**src/rtl/psram_admux_pkg.sv**
```systemverilog
package psram_admux_pkg;

   typedef enum logic [2:0] {
      ST_IDLE,
      ST_ADDR,
      ST_TURN,
      ST_READ,
      ST_WDATA,
      ST_WHOLD,
      ST_RECOV
   } seq_state_e;

   // registered drive bundle towards the memory pins
   typedef struct packed {
      logic ce_n;
      logic adv_n;
      logic oe_n;
      logic we_n;
      logic ub_n;
      logic lb_n;
      logic drv;
      logic sel_data;
   } strobe_t;

   localparam strobe_t STRB_QUIET = '{
      ce_n: 1'b1, adv_n: 1'b1, oe_n: 1'b1, we_n: 1'b1,
      ub_n: 1'b1, lb_n: 1'b1, drv: 1'b0, sel_data: 1'b0
   };

endpackage

```
**src/rtl/psram_phase_timer.sv**
```systemverilog
module psram_phase_timer #(
   parameter int CNT_W = 4
) (
   input  logic             clk,
   input  logic             rst_n,
   input  logic             load,
   input  logic [CNT_W-1:0] load_val,
   output logic             done
);

   logic [CNT_W-1:0] cnt_q;

   always_ff @(posedge clk) begin
      if (!rst_n) begin
         cnt_q <= '0;
      end else if (load) begin
         cnt_q <= load_val;
      end else if (cnt_q != '0) begin
         cnt_q <= cnt_q - 1'b1;
      end
   end

   assign done = (cnt_q == '0);

endmodule

```
**src/rtl/psram_seq_fsm.sv**
```systemverilog
module psram_seq_fsm
   import psram_admux_pkg::*;
#(
   parameter int ADDR_CYC = 2,
   parameter int ACC_CYC  = 4,
   parameter int WE_CYC   = 3,
   parameter int REC_CYC  = 2,
   parameter int CNT_W    = 3
) (
   input  logic             clk,
   input  logic             rst_n,
   input  logic             start,
   input  logic             wr_q,
   input  logic             wr_nx,
   input  logic [1:0]       be_nx,
   input  logic             tmr_done,
   output logic             tmr_load,
   output logic [CNT_W-1:0] tmr_val,
   output logic             req_ready,
   output logic             sample_rd,
   output strobe_t          strb_q
);

   seq_state_e state_q, state_d;

   function automatic logic [CNT_W-1:0] len_of(input seq_state_e st);
      case (st)
         ST_ADDR:  return CNT_W'(ADDR_CYC - 1);
         ST_READ:  return CNT_W'(ACC_CYC - 1);
         ST_WDATA: return CNT_W'(WE_CYC - 1);
         ST_RECOV: return CNT_W'(REC_CYC - 1);
         default:  return '0;
      endcase
   endfunction

   function automatic strobe_t drive_of(input seq_state_e st, input logic wr,
                                        input logic [1:0] be);
      strobe_t s;
      s = STRB_QUIET;
      case (st)
         ST_ADDR: begin
            s.ce_n  = 1'b0;
            s.adv_n = 1'b0;
            s.we_n  = !wr;
            s.ub_n  = !be[1];
            s.lb_n  = !be[0];
            s.drv   = 1'b1;
         end
         ST_TURN: begin
            s.ce_n  = 1'b0;
            s.we_n  = !wr;
            s.ub_n  = !be[1];
            s.lb_n  = !be[0];
         end
         ST_READ: begin
            s.ce_n  = 1'b0;
            s.oe_n  = 1'b0;
            s.ub_n  = !be[1];
            s.lb_n  = !be[0];
         end
         ST_WDATA: begin
            s.ce_n     = 1'b0;
            s.we_n     = 1'b0;
            s.ub_n     = !be[1];
            s.lb_n     = !be[0];
            s.drv      = 1'b1;
            s.sel_data = 1'b1;
         end
         ST_WHOLD: begin
            s.drv      = 1'b1;
            s.sel_data = 1'b1;
         end
         default: s = STRB_QUIET;
      endcase
      return s;
   endfunction

   always_comb begin
      state_d = state_q;
      case (state_q)
         ST_IDLE:  if (start)    state_d = ST_ADDR;
         ST_ADDR:  if (tmr_done) state_d = ST_TURN;
         ST_TURN:  if (tmr_done) state_d = wr_q ? ST_WDATA : ST_READ;
         ST_READ:  if (tmr_done) state_d = ST_RECOV;
         ST_WDATA: if (tmr_done) state_d = ST_WHOLD;
         ST_WHOLD: if (tmr_done) state_d = ST_RECOV;
         ST_RECOV: if (tmr_done) state_d = ST_IDLE;
         default:                state_d = ST_IDLE;
      endcase
   end

   always_ff @(posedge clk) begin
      if (!rst_n) begin
         state_q <= ST_IDLE;
         strb_q  <= STRB_QUIET;
      end else begin
         state_q <= state_d;
         strb_q  <= drive_of(state_d, wr_nx, be_nx);
      end
   end

   assign tmr_load  = (state_d != state_q);
   assign tmr_val   = len_of(state_d);
   assign req_ready = (state_q == ST_IDLE);
   assign sample_rd = (state_q == ST_READ) && tmr_done;

endmodule

```
**src/rtl/psram_ad_bus.sv**
```systemverilog
module psram_ad_bus #(
   parameter int ADDR_W = 20,
   parameter int DATA_W = 16,
   parameter int HI_W   = 4
) (
   input  logic              clk,
   input  logic              rst_n,
   input  logic              accept,
   input  logic [ADDR_W-1:0] req_addr,
   input  logic [DATA_W-1:0] req_wdata,
   input  logic [1:0]        req_be,
   input  logic              req_write,
   input  logic              sel_data,
   input  logic              sample_rd,
   input  logic [DATA_W-1:0] ad_in,
   output logic              wr_q,
   output logic [1:0]        be_q,
   output logic [DATA_W-1:0] ad_out,
   output logic [HI_W-1:0]   a_hi,
   output logic              rsp_valid,
   output logic [DATA_W-1:0] rsp_rdata
);

   logic [ADDR_W-1:0] addr_q;
   logic [DATA_W-1:0] wdata_q;

   always_ff @(posedge clk) begin
      if (!rst_n) begin
         addr_q  <= '0;
         wdata_q <= '0;
         be_q    <= '0;
         wr_q    <= 1'b0;
      end else if (accept) begin
         addr_q  <= req_addr;
         wdata_q <= req_wdata;
         be_q    <= req_be;
         wr_q    <= req_write;
      end
   end

   always_ff @(posedge clk) begin
      if (!rst_n) begin
         rsp_valid <= 1'b0;
         rsp_rdata <= '0;
      end else begin
         rsp_valid <= sample_rd;
         if (sample_rd) rsp_rdata <= ad_in;
      end
   end

   assign ad_out = sel_data ? wdata_q : addr_q[DATA_W-1:0];

   generate
      if (ADDR_W > DATA_W) begin : g_hi_bits
         assign a_hi = addr_q[ADDR_W-1:DATA_W];
      end else begin : g_no_hi_bits
         assign a_hi = '0;
      end
   endgenerate

endmodule

```
**src/rtl/psram_admux_ctrl.sv**
```systemverilog
module psram_admux_ctrl
   import psram_admux_pkg::*;
#(
   parameter int ADDR_W     = 20,
   parameter int DATA_W     = 16,
   parameter int ADDR_CYC   = 2,
   parameter int ACC_CYC    = 4,
   parameter int WE_CYC     = 3,
   parameter int REC_CYC    = 2,
   parameter int WE_MAX_CYC = 8,
   parameter bit CLK_LEVEL  = 1'b0,
   localparam int HI_W      = (ADDR_W > DATA_W) ? ADDR_W - DATA_W : 1
) (
   input  logic              clk,
   input  logic              rst_n,
   input  logic              req_valid,
   output logic              req_ready,
   input  logic              req_write,
   input  logic [ADDR_W-1:0] req_addr,
   input  logic [DATA_W-1:0] req_wdata,
   input  logic [1:0]        req_be,
   output logic              rsp_valid,
   output logic [DATA_W-1:0] rsp_rdata,
   output logic              mem_clk,
   output logic              mem_ce_n,
   output logic              mem_adv_n,
   output logic              mem_oe_n,
   output logic              mem_we_n,
   output logic              mem_ub_n,
   output logic              mem_lb_n,
   output logic [HI_W-1:0]   mem_a_hi,
   output logic [DATA_W-1:0] mem_ad_out,
   output logic              mem_ad_oe,
   input  logic [DATA_W-1:0] mem_ad_in,
   input  logic              mem_wait
);

   localparam int WE_LOW_CYC = ADDR_CYC + 1 + WE_CYC;
   localparam int MAX_LEN_A  = (ADDR_CYC > ACC_CYC) ? ADDR_CYC : ACC_CYC;
   localparam int MAX_LEN_B  = (WE_CYC > REC_CYC) ? WE_CYC : REC_CYC;
   localparam int MAX_LEN    = (MAX_LEN_A > MAX_LEN_B) ? MAX_LEN_A : MAX_LEN_B;
   localparam int CNT_W      = (MAX_LEN < 2) ? 1 : $clog2(MAX_LEN);

   // elaboration-time parameter checks
   generate
      if (ADDR_CYC < 1 || ACC_CYC < 1 || WE_CYC < 1 || REC_CYC < 1) begin : g_bad_len
         $error("psram_admux_ctrl: every phase length must be at least one cycle");
      end
      if (WE_LOW_CYC > WE_MAX_CYC) begin : g_bad_we
         $error("psram_admux_ctrl: write-enable low span exceeds WE_MAX_CYC");
      end
      if (ADDR_W < DATA_W || (DATA_W % 2) != 0) begin : g_bad_width
         $error("psram_admux_ctrl: address must cover the bus, data must split in two lanes");
      end
   endgenerate

   logic             start;
   logic             wr_q, wr_nx;
   logic [1:0]       be_q, be_nx;
   logic             tmr_done, tmr_load;
   logic [CNT_W-1:0] tmr_val;
   logic             sample_rd;
   strobe_t          strb_q;
   logic             unused_wait;

   assign start       = req_valid && req_ready;
   assign wr_nx       = start ? req_write : wr_q;
   assign be_nx       = start ? req_be : be_q;
   assign unused_wait = mem_wait;

   psram_phase_timer #(.CNT_W(CNT_W)) u_timer (
      .clk      (clk),
      .rst_n    (rst_n),
      .load     (tmr_load),
      .load_val (tmr_val),
      .done     (tmr_done)
   );

   psram_seq_fsm #(
      .ADDR_CYC (ADDR_CYC),
      .ACC_CYC  (ACC_CYC),
      .WE_CYC   (WE_CYC),
      .REC_CYC  (REC_CYC),
      .CNT_W    (CNT_W)
   ) u_fsm (
      .clk       (clk),
      .rst_n     (rst_n),
      .start     (start),
      .wr_q      (wr_q),
      .wr_nx     (wr_nx),
      .be_nx     (be_nx),
      .tmr_done  (tmr_done),
      .tmr_load  (tmr_load),
      .tmr_val   (tmr_val),
      .req_ready (req_ready),
      .sample_rd (sample_rd),
      .strb_q    (strb_q)
   );

   psram_ad_bus #(
      .ADDR_W (ADDR_W),
      .DATA_W (DATA_W),
      .HI_W   (HI_W)
   ) u_bus (
      .clk       (clk),
      .rst_n     (rst_n),
      .accept    (start),
      .req_addr  (req_addr),
      .req_wdata (req_wdata),
      .req_be    (req_be),
      .req_write (req_write),
      .sel_data  (strb_q.sel_data),
      .sample_rd (sample_rd),
      .ad_in     (mem_ad_in),
      .wr_q      (wr_q),
      .be_q      (be_q),
      .ad_out    (mem_ad_out),
      .a_hi      (mem_a_hi),
      .rsp_valid (rsp_valid),
      .rsp_rdata (rsp_rdata)
   );

   assign mem_clk   = CLK_LEVEL;
   assign mem_ce_n  = strb_q.ce_n;
   assign mem_adv_n = strb_q.adv_n;
   assign mem_oe_n  = strb_q.oe_n;
   assign mem_we_n  = strb_q.we_n;
   assign mem_ub_n  = strb_q.ub_n;
   assign mem_lb_n  = strb_q.lb_n;
   assign mem_ad_oe = strb_q.drv;

endmodule

```
**config.mk**
```make
export PLATFORM = sky130hd
export DESIGN_NAME = psram_admux_ctrl
export DESIGN_NICKNAME = d
export VERILOG_FILES = /design/src/rtl/psram_admux_pkg.sv /design/src/rtl/psram_phase_timer.sv /design/src/rtl/psram_seq_fsm.sv /design/src/rtl/psram_ad_bus.sv /design/src/rtl/psram_admux_ctrl.sv
export SDC_FILE = /design/constraint.sdc
export NUM_CORES = 1
export LEC_CHECK = 0
export ABC_AREA = 1
export CAP_MARGIN = 20
export CORE_ASPECT_RATIO = 0.6
export CORE_UTILIZATION = 41
export DETAILED_ROUTE_END_ITERATION = 16
export PLACE_DENSITY = 0.75
export SYNTH_ARGS = -nofsm -noshare
export SYNTH_HDL_FRONTEND = slang
export SYNTH_SLANG_ARGS = --single-unit
```
**constraint.sdc**
```tcl
create_clock -name clk -period 1.7 [get_ports clk]
set_clock_uncertainty 0.2 [all_clocks]
set_input_delay 0.34 -clock clk [delete_from_list [all_inputs] [get_ports clk]]
set_output_delay 0.34 -clock clk [all_outputs]
set_load 0.01 [all_outputs]
```
* Word level (Yosys, flattened, before mapping)
Cells that the tools add are included.
** Storage, ports and cells
- Output and inout bits :: 46
- Register bits after elaboration :: 69
- Input port bits :: 59
** Cells by class
- Eq/ne operators :: 13
- Reduce and logical (&&, ||, !) cells :: 16
- Muxes and demuxes :: 20
- Add/subtract/negate cells :: 1
** Operator list (number)
- $mux 3 :: 7
- $eq 3x3->1 const B :: 6
- $pmux 3 s6 :: 1
- $mux 16 :: 1
- $eq 3x2->1 const B :: 4
- $reduce_or 2->1 :: 4
- $eq 3x1->1 const B :: 2
- $mux 1 :: 6
- $mux 2 :: 3
- $pmux 2 s3 :: 1
- $reduce_bool 2->1 :: 2
- $reduce_or 4->1 :: 1
- $logic_not 1->1 :: 3
- $logic_not 3->1 :: 1
- $ne 3x3->1 :: 1
- $reduce_or 3->1 :: 1
- $logic_and 1x1->1 :: 2
- $logic_not 2->1 :: 1
- $pmux 1 s2 :: 1
- $reduce_and 2->1 :: 1
- $sub 2x1->2 const B :: 1

* Longest topological paths before layout
- Depth after elaboration :: 8
- Gate-level depth with buffers :: 14
- Gate-level depth less buffers :: 13

* By module
Synthesis repeated with hierarchy kept, for this count alone.
** Second synthesis, totals
- Cells, all modules :: 530
- Area, all modules :: 3304.4 um^2
** Modules (own cells, without submodules)
- psram_ad_bus :: area each 2524.9 um^2, cells an instance 407, instances 1
- psram_seq_fsm :: area each 610.6 um^2, cells an instance 94, instances 1
- psram_phase_timer :: area each 110.1 um^2, cells an instance 16, instances 1
- psram_admux_ctrl :: area each 58.8 um^2, cells an instance 13, instances 1

* Least setup slack after synthesis
Ideal clock, no wire load.
- Path kind :: register -> register
- Start point :: register u_timer.cnt_q[0]
- End point :: register u_timer.cnt_q[1]
- Path slack :: -0.044 ns
- Library setup time :: 0.115 ns
- Stages on the path, launching flop included :: 14
- Clock period less this slack :: 1.744 ns
- Arrival time :: 1.429 ns
- Path buffers :: 1
- Path through :: dfxtp_1 > inv_1 > ha_1 > buf_6 > inv_2 > nand2_1 > nor2_4 > nor2_4 > nand3_4 > nand2_2 > nand2_1 > nand2_2 > a21oi_1 > nor2_1
** Between the ends
- Longest elaborated chain between the ends :: 7
** RTL lines
- start, declared :: RTL line psram_phase_timer.sv:11 : logic [CNT_W-1:0] cnt_q;
- start signal, assigned :: RTL line psram_phase_timer.sv:17 : cnt_q <= load_val;
- start signal, assigned :: RTL line psram_phase_timer.sv:19 : cnt_q <= cnt_q - 1'b1;
- $logic_not 2->1 :: RTL line psram_phase_timer.sv:23 : assign done = (cnt_q == '0);
- $mux 3, on equally long branches
- $pmux 3 s6 :: RTL line psram_seq_fsm.sv:80 : case (state_q)
- $eq 3x1->1 / $eq 3x3->1 (equally long branches) :: RTL line psram_seq_fsm.sv:27 : case (st)
- $reduce_or 2->1 (no source line)
- $pmux 2 s3 :: RTL line psram_seq_fsm.sv:27
- $mux 2 :: RTL line psram_phase_timer.sv:16 : end else if (load) begin
Several ways; a longest one is shown, not always the timed one. The select of a mux whose other input is x is not followed.
A chain may end at the register's enable or synchronous reset.

* Final worst setup path
- Start point :: register u_timer.cnt_q[0]
- End point :: register u_fsm.strb_q[4] (netlist name)
** Between the ends
- Longest elaborated chain between the ends :: 6
** RTL lines
- $logic_not 2->1 (*) :: RTL line psram_phase_timer.sv:23
- $mux 3, on equally long branches
- $pmux 3 s6 (*) :: RTL line psram_seq_fsm.sv:80
- $eq 3x2->1 / $eq 3x1->1 (equally long branches) :: RTL line psram_seq_fsm.sv:40 : case (st)
- $reduce_or 2->1 (no source line)
- $pmux 1 s2 (*) :: RTL line psram_seq_fsm.sv:40
Every way passes the cells marked *; elsewhere a longest branch is shown, timed or not.

==> results.yml <==
timing:
  fin_crit_sh_pct: 104.3
  fmax_ghz: 0.5641
  final_max_slew_viol_count: 0
  fin_crit_ns: 1.773
  timing.final.hold_violations: 0
  setup-violations-final: 13
  rsz0062_at_grt: "true"
  setup_tns_ns: -0.3488
  fin_ws_ns: -0.07262
worst_setup_path:
  start_kind: "register"
  rrSetupSlack_ns: -0.07
  cpPeakStageDelay_ns: 0.35
  crit_buf_inv: 3
  slowest_stage: "dfxtp_2"
  endpoint_kind: "register"
  path_cells: "inv_4 > ha_4 > inv_6 > nand2_2 > a21oi_4 > nor2_4 > nand2_4 > inv_4 > nand3_2 > nand2_4 > nand2_1 > nand3_1"
  crit_required_ns: 1.71
  cp_top_family: "simple AND/OR/NAND/NOR gates"
  critical_path_class: "reg2reg"
  cp_max_fo: 6
  crit_arrival_ns: 1.78
layout:
  antenna_cells: 0
  final_common_cell: "dfxtp_1"
  syn_to_final_growth_pct: 58.42
  drive_gt1_share_pct: 31.37
  layout.cells.non_filler: 630
  nFillCells: 607
  final_cell_mix: "dfxtp_1, clkdlybuf4s50_1, a21oi_1"
  nets: 584
flow_run:
  drv_cap: 0
drt:
  wirelength_um: 9105
  avgRoutedWirePerCell_um: 14.45
  drc: 0
  ant_nets: 0
  drt-initial-drc-count: 138
  vias_per_cell: 4.829
  vias: 3042
  drtPass1Iterations: 4
clock_tree:
  hold_buffers: 0
  htree_levels: 3
  clock_path_buffers: 2
  cts_tree: "done"
  cts_buffers: 9
  root_buffer: "clkbuf_16"
  clk_pin_slew_ns: 0.05
  clock-sinks: 69
  insertion_delay_ns: 0.33
synth:
  synth-seq-area-share_pct: 44.82
  netlist_instances: 400
  yosys.area.top_type: "dfxtp_1"
  synth_cell_types: 30
  synth.ff_latch_count: 69
  netlist_top_cells_area: "dfxtp_1, a21oi_1, o21ai_0"
  syn-num-nets: 461
  netlist_area_um2: 3082
  synth_warnings: 0
  yosysTopAreaCellShare_pct: 44.82
  avgSynthCellArea_um2: 7.704
global_routing:
  grt_antenna_before_repair: 0
  grt-ovfl-total: 0
  grt_max_degree: 34
  grt_use_total_pct: 23.35
  grt_pass1_vias: 2970
  grt_pass1_wl_um: 14200
worst_hold_path:
  hp-class: "reg2reg"
floorplanning:
  die_y_um: 69.16
  num_rows: 24
  die_w_um: 113.9
  core_um2: 7267
  die_area_um2: 7878
  initial_utilization_pct: 42.41
  num_io_pins: 105
placement:
  dp_cells: 605
  io_buffers: 102
  place_ws_ns: -0.1876
  dp_hpwl_um: 6256
  routabilityCongestion: 0.9045
outcome:
  violations: "setup timing"
  status: "finished, violations left"
power_and_ir_drop:
  ir_drop_mv: 0.7661
  power.total_mw: 6.702
  leakage_nw: 2.129
  power_density_nw_per_um2: 1373
==> logic make-up (layout without fill, tap and decap cells) <==
| family | after synthesis | after routing | synth area share [%] |
|---|---|---|---|
| AO/OA/AOI/OAI | 111 | 111 | 18.27 |
| XOR/XNOR | 1 | 1 | 0.2843 |
| adder cells (fa/ha/maj) | 2 | 2 | 0.8119 |
| buffers and inverters | 83 | 209 | 12.46 |
| flip-flops | 69 | 69 | 44.82 |
| multiplexers | 1 | 1 | 0.3248 |
| other | 1 | 1 | 0.1217 |
| AND/OR/NAND/NOR | 132 | 132 | 22.90 |
==> metal layers <==
layer / track usage (%) / vias up / routed length [um]
li1: - / 1531 / -
met1: 30.55 / 1391 / 4268
met2: 35.49 / 107 / 3982
met3: 8.883 / 13 / 725
met4: 7.359 / 0 / 129
met5: 0 / - / 0
==> sequential cells by signal, indices dropped and copies added (netlist names) <==
name and cells:
u_bus.addr_q 20, u_bus.rsp_rdata 16, u_bus.wdata_q 16, u_fsm.strb_q 8, u_fsm.state_q 3, u_bus.be_q 2
u_timer.cnt_q 2, u_bus.rsp_valid 1, u_bus.wr_q 1
==> where the power goes <==
group | total [mW] | leakage (nW) | internal (mW) | switching (mW)
Clock | 1.70 | 0.128 | 1.05 | 0.648
Sequential | 2.07 | 0.568 | 1.91 | 0.154
Combinational | 2.94 | 1.43 | 1.32 | 1.62
==> cells in the mapped netlist, drive strengths merged <==
library cell,n
inv,51
a21oi,56
conb,1
dfxtp,69
clkbuf,15
nand4,2
ha,2
nand2,72
xnor2,1
buf,16
nand3,37
o21ai,55
mux2i,1
clkinv,1
nor3,1
nor2,20
==> worst reg2reg max path: stages (launching register included) <==
cell and delay, ns:
dfxtp_2 0.35, inv_4 0.05, ha_4 0.19, inv_6 0.09, nand2_2 0.08, a21oi_4 0.16
nor2_4 0.08, nand2_4 0.10, inv_4 0.05, nand3_2 0.10, nand2_4 0.07, nand2_1 0.07
nand3_1 0.06
==> per-stage QoR <==
| stage | area [um2] | hold WS [ns] | utilization (%) |
|---|---|---|---|
| finish | 4882 | 0.2368 | 67.18 |
| global route | 4882 | 0.2661 | 67.18 |
| CTS | 4603 | 0.2428 | 63.34 |
| detailed placement | 4352 | 0.2365 | 59.88 |
| global placement | 4352 | 0.2294 | 59.88 |
| floorplan | 3102 | 0.2245 | - |
==> path summary, 6_finish.rpt <==
path,from,endpoint,cells past startpoint
setup / recovery,u_timer.cnt_q[0],u_fsm.strb_q[4],12
hold / removal,u_bus.rsp_rdata[9],u_bus.rsp_rdata[9],2
setup reg to reg,u_timer.cnt_q[0],u_fsm.strb_q[4],12
hold reg to reg,u_bus.rsp_rdata[9],u_bus.rsp_rdata[9],2
==> final cells by class <==
class	instances	area (um2)	area share [%]
multi-input combinational	248	1551	31.78
sequential	69	1394	28.55
timing repair buffer	143	1316	26.96
clock buffer	13	260.3	5.331
inverter	52	222.7	4.562
tap	104	130.1	2.665
clock inverter	1	7.507	0.1538
==> timing repair <==
| item | in CTS | in global routing |
|---|---|---|
| cloned | 0 | 3 |
| buffers inserted | 5 | 3 |
| setup endpoints to repair | 69 | 42 |
| pin swaps | 12 | 28 |
| resized for setup | 129 | 70 |
Note: power is estimated with default switching activity, not from simulation.
